`src/rtl/sg_desc_walker.sv`:
```
module sg_desc_walker #(
  parameter int MAX_ENTRIES = 20,
  parameter int BUF_MAX     = 4092,
  parameter int FRAME_MAX   = 8192
) (
  input  logic                                clk,
  input  logic                                rst_n,
  input  logic                                start,
  input  logic [8*(4+6*MAX_ENTRIES)-1:0]      desc,
  output logic                                busy,
  output logic                                req_valid,
  input  logic                                req_ready,
  output logic [35:0]                         req_addr,
  output logic [11:0]                         req_len,
  output logic                                done,
  output logic                                err
);
  localparam int HDR = 4;
  localparam int ESZ = 6;
  localparam int CW  = 5;
  localparam int IW  = (MAX_ENTRIES > 1) ? $clog2(MAX_ENTRIES) : 1;
  localparam int TW  = $clog2(FRAME_MAX + 4096);
  localparam logic [CW-1:0] CNT_MAX  = CW'(MAX_ENTRIES);
  localparam logic [11:0]   LEN_LIM  = 12'(BUF_MAX);
  localparam logic [TW-1:0] TOT_LIM  = TW'(FRAME_MAX);

  logic [35:0] ent_addr [MAX_ENTRIES];
  logic [11:0] ent_len  [MAX_ENTRIES];

  for (genvar i = 0; i < MAX_ENTRIES; i++) begin : g_ent
    logic [15:0] fld;
    assign fld         = desc[8*(HDR+ESZ*i)+32 +: 16];
    assign ent_addr[i] = {fld[3:0], desc[8*(HDR+ESZ*i) +: 32]};
    assign ent_len[i]  = fld[15:4];
  end

  logic [CW-1:0] cnt_in, cnt_r, idx;
  logic [TW-1:0] total, sum;
  logic          busy_r, done_r, err_r, bad, last;

  assign cnt_in   = desc[24 +: CW];
  assign req_addr = ent_addr[idx[IW-1:0]];
  assign req_len  = ent_len[idx[IW-1:0]];
  assign sum      = total + TW'(req_len);
  assign bad      = (req_len > LEN_LIM) || (sum > TOT_LIM);
  assign last     = (idx == cnt_r - CW'(1));

  assign busy      = busy_r;
  assign req_valid = busy_r && !bad;
  assign done      = done_r;
  assign err       = err_r;

  always_ff @(posedge clk or negedge rst_n) begin
    if (!rst_n) begin
      busy_r <= 1'b0;
      done_r <= 1'b0;
      err_r  <= 1'b0;
      cnt_r  <= '0;
      idx    <= '0;
      total  <= '0;
    end else begin
      done_r <= 1'b0;
      if (!busy_r) begin
        if (start) begin
          if (cnt_in == '0 || cnt_in > CNT_MAX) begin
            err_r <= 1'b1;
          end else begin
            err_r  <= 1'b0;
            busy_r <= 1'b1;
            cnt_r  <= cnt_in;
            idx    <= '0;
            total  <= '0;
          end
        end
      end else if (bad) begin
        err_r  <= 1'b1;
        busy_r <= 1'b0;
      end else if (req_ready) begin
        total <= sum;
        idx   <= idx + CW'(1);
        if (last) begin
          busy_r <= 1'b0;
          done_r <= 1'b1;
        end
      end
    end
  end
endmodule


```
`config.mk`:
```
export PLATFORM = sky130hd
export DESIGN_NAME = sg_desc_walker
export DESIGN_NICKNAME = d
export VERILOG_FILES = /design/src/rtl/sg_desc_walker.sv
export SDC_FILE = /design/constraint.sdc
export NUM_CORES = 1
export LEC_CHECK = 0
export ABC_CLOCK_PERIOD_IN_PS = 7100
export BUFFER_PORTS_ARGS = -buffer_cell sky130_fd_sc_hd__buf_2
export CAP_MARGIN = 15
export CORE_AREA = 10 10 403 405
export DETAILED_ROUTE_END_ITERATION = 12
export DIE_AREA = 0 0 413 415
export HOLD_SLACK_MARGIN = 0.12
export PLACE_DENSITY_LB_ADDON = 0.05
export SKIP_CTS_REPAIR_TIMING = 1
export SYNTH_ARGS = -nofsm -noshare
export SYNTH_HDL_FRONTEND = slang
export SYNTH_SLANG_ARGS = --single-unit
export TNS_END_PERCENT = 100
```
`constraint.sdc`:
```
create_clock -name clk -period 7.1 [get_ports clk]
set_input_delay 0.71 -clock clk [delete_from_list [all_inputs] [get_ports clk]]
set_output_delay 0.71 -clock clk [all_outputs]
set_load 0.1 [all_outputs]
```
==> results by group <==
Status
  • Outcome: finished clean

Clock tree
  • Post-CTS clock slew at the launch and capture registers of the worst setup and hold paths: 0.08 ns
  • Clock Latency Late Sink: 0.28 ns
  • Cell chosen for the clock root: clkbuf_16
  • Inserted Clock Buffers: 3
  • Sinks on Clock Net: 27
  • CTS tree: yes
  • Maximum buffer depth of the clock tree: 2
  • H-tree levels: 1

Die
  • Core Area: 154000 um2
  • Starting Density: under 10%
  • Placement Rows: 144
  • I/O pin count: 1048
  • Horizontal die dimension: a little over 400 um
  • Full die area: around 170000 um2
  • Chip height: 415 um

Placement
  • Half-perimeter wire length after placement: 98200 um
  • Gpl congestion: 0.788
  • Number of buffers inserted by port buffering: slightly above 1000

STA
  • Final setup violation count: 0
  • Setup total negative slack: 0 ns
  • RSZ-0062 raised after global routing: false
  • Timing-limited maximum frequency: 163 MHz
  • Pin slew with the least headroom to its limit: 1.04 ns
  • Worst clock skew on the final layout: 0.00346 ns
  • Number of failing hold endpoints at the final stage: 0
  • Final critical delay including setup and external delays: slightly above 6 ns
  • Share of the clock period used by the worst path: 86.7%
  • Max-slew violation total from the final report: 0
  • Relative max-transition margin: 30.5%

Synthesis
  • Part of the Yosys area used for sequential elements: ~7%
  • Largest family of logic cells by synthesized area: multiplexers
  • Fraction of registers with async set or reset after synthesis: 100%
  • Multiplexer fraction of the synthesized cell area: 66.4%
  • Fraction of the mapped netlist area in compound gates: 8.82%
  • Instance count of the mapped netlist: between 700 and 800
  • Yosys warns: 0
  • Synthesized Nets: 1792
  • Synthesized area divided by synthesized cell count: 12.2 um2
  • Synthesized-area fraction occupied by adder cells: 2.04%
  • Synthesized-area fraction occupied by and/or/nand/nor cells: 7.58%
  • Count of flip-flops with a built-in enable after synthesis: 0
  • Parity-gate share of the synthesized area counting xor and xnor cells: 1.37%
  • Yosys reg bits: 27
  • Unique masters post-synth: 61
  • Dominant register cell in the synthesized netlist: dfrtp_1
  • Netlist area before placement: 9560 um2

Power
  • Static leakage: 7.49 nW
  • Gate power share: 91.5%
  • Clock share of power: 2.2%
  • Switching share of power: 62.3%
  • Peak ir drop on the vdd network: 0.000226 V
  • Internal power summed over all cells: 2.54 mW
  • Fraction of power consumed by sequential logic: under 10%
  • Cell area power density: 390 nW/um2
  • Net switching power figure: 4.20 mW

Drt
  • Post-DR vias/cell: 3.23
  • Number of design-rule violations left by the first detailed-router iteration: between 500 and 600
  • DRC viols: 0
  • Number of search-and-repair iterations in the first detailed-routing pass: 7
  • Total wirelength of the detailed-routed design: 108000 um
  • Via count: 12400
  • Routed Antenna Nets: 0
  • Routed length per instance: roughly 28 um

Global route
  • Number of antenna violations at the first check in global routing: 140
  • Global route overflow: 0
  • Vias in the first global route: 14500
  • Combined global-route utilization of all metal layers: 11.9%
  • Pin count of the biggest net entering global routing: 60
  • Wire length of the first global-routing pass: approximately 140000 um

Worst setup path
  • FF-to-FF path depth: 15
  • Startpoint types: register
  • Critical path capture point type: output pin
  • Startpoint of the most critical register-to-register path: idx[0]$_DFFE_PN0P_
  • Start point of the critical path: idx[0]$_DFFE_PN0P_
  • Worst path arrival time: 5.44 ns
  • Data required time at the worst endpoint: 6.39 ns
  • Type of the worst setup path: register to output pin
  • Capturing point of the worst reg2reg path: total[0]$_DFFE_PN0P_
  • Last element of the critical path: req_valid
  • Worst setup slack for register-to-register paths: 1.62 ns
  • Crit Path Max Fanout: 29

Flow run
  • Number of violations of the max-capacitance limit: 0

Min path
  • Path class of the lowest-slack min-delay path: input pin to async pin

Cells and area
  • Number of nets in the finished design: 2770
  • Layout cells sized above 1: 76.2%
  • Relative area change from synthesis to final layout: 80.9%
  • Final core utilization: between 10% and 20%
[cell usage after synthesis (2+ instances only)]
library cell    n  area (um2)
mux2_2          6        67.6
mux2i_1        40         400
a221o_1         3        30.0
xor2_1          8        70.1
or3_1           3        18.8
nor4_1          2        12.5
nand2b_1        2        12.5
nand3_1        17        85.1
and2_1          3        18.8
o21a_1          6        45.0
ha_1           14         175
mux4_2        261        5880
o211ai_1        3        22.5
and4_1          3        26.3
a211oi_1        2        15.0
buf_2          26         130
o2111ai_1       3        26.3
and3_1          5        31.3
xnor2_1         7        61.3
o21ai_1        14        70.1
buf_12          3        60.1
buf_1          11        41.3
o21ai_0        42         210
a221oi_1        5        43.8
a22o_1          4        35.0
nand2_1        89         334
clkbuf_1       36         135
nand4_1         2        12.5
dfrtp_1        27         676
inv_1          42         158
nor2_1         21        78.8
a21oi_1         9        45.0
nor2b_1         5        31.3
buf_6           8        90.1
a22oi_1         8        60.1
nor3_1          5        25.0
a21o_1          3        22.5
o311ai_0        3        26.3
a31oi_1         3        18.8
a31o_1          6        52.6
[kinds of logic after synthesis]
kind of cell / count (synthesis)
AO/OA/AOI/OAI: 126
flip-flops: 27
XOR/XNOR: 15
buffers and inverters: 129
multiplexers: 307
adder cells (fa/ha/maj): 15
AND/OR/NAND/NOR: 162
[registers in the layout (all words and copies together), names as in the netlist]
register and cells:
busy 1, idx 5, total 14, done 1
cnt_r 5, err 1
[per-layer routing]
metal	global-route usage, %	vias to the layer above	wire length, um
li1	-	5337	-
met1	11.9	6070	37100
met2	23.5	731	58700
met3	4.49	201	10000
met4	1.62	82	1490
met5	0	-	518
[critical path, stage by stage, from the launching register on]
cell and delay (ns):
dfrtp_4 0.76, buf_12 0.30, mux4_2 0.60, mux2i_1 0.27, nor2_1 0.07, a221o_1 0.39
fa_1 0.50, xor2_1 0.19, or3_1 0.33, nor4_1 0.49, nand4b_1 0.20, o41ai_2 0.37
nand3_1 0.23, inv_1 0.20, buf_12 0.19
[worst min path at each step]
stage | startpoint | depth (start not counted) | end
6_report | rst_n | 1 | total[6]$_DFFE_PN0P_
5_1_grt | err$_DFFE_PN0P_ | 1 | err$_DFFE_PN0P_
4_1_cts | err$_DFFE_PN0P_ | 1 | err$_DFFE_PN0P_
3_5_place_dp | err$_DFFE_PN0P_ | 1 | err$_DFFE_PN0P_
3_3_place_gp | err$_DFFE_PN0P_ | 1 | err$_DFFE_PN0P_
2_1_floorplan | rst_n | 0 | busy$_DFF_PN0_
[layout make-up]
| cell class | instances | area, um2 |
|---|---|---|
| antenna | 45 | 113 |
| clock buffer | 4 | 78.8 |
| fill | 17900 | 137000 |
| inverter | 43 | 164 |
| multi-input combinational | 625 | 8260 |
| sequential | 27 | 691 |
| tap | 2044 | 2560 |
| timing repair buffer | 1059 | 5430 |
[placed cells by master, fill, tap and decap left out, types with 6 or more instances in the layout]
master / synthesis / layout
buf_2: 26 / 1019
mux4_2: 261 / 261
nand2_1: 89 / 89
diode_2: 0 / 45
o21ai_0: 42 / 42
inv_1: 42 / 42
mux2i_1: 40 / 40
buf_4: 1 / 38
dfrtp_1: 27 / 23
nor2_1: 21 / 21
nand3_1: 17 / 17
o21ai_1: 14 / 14
ha_1: 14 / 14
a21oi_1: 9 / 9
a22oi_1: 8 / 8
xor2_1: 8 / 8
xnor2_1: 7 / 7
mux2_2: 6 / 6
a31o_1: 6 / 6
o21a_1: 6 / 6
[power by group through the flow]
| stage | combinational (mW) | sequential (mW) | clock, mW |
|---|---|---|---|
| floorplan | 4.46 | 0.293 | 0 |
| global route | 6.65 | 0.456 | 0.158 |
| finish | 6.17 | 0.427 | 0.146 |
| detailed placement | 6.45 | 0.458 | 0 |
| CTS | 6.47 | 0.454 | 0.154 |
| global placement | 6.47 | 0.456 | 0 |
[stage by stage]
step | std cells | setup WS (ns) | power (mW) | cell area [um2] | hold slack, ns
after detailed placement | 3798 | 1.03 | 6.91 | 17100 | 0.502
after global placement | 3798 | 1.04 | 6.93 | 17100 | 0.505
after floorplan | 781 | 0.237 | 4.75 | 9560 | 0.414
after global routing | 3828 | 0.590 | 7.27 | 17200 | 0.538
final | 3847 | 0.947 | 6.74 | 17300 | 0.511
after CTS | 3802 | 0.696 | 7.07 | 17200 | 0.524
No activity file was read; power rests on OpenSTA's default activity.
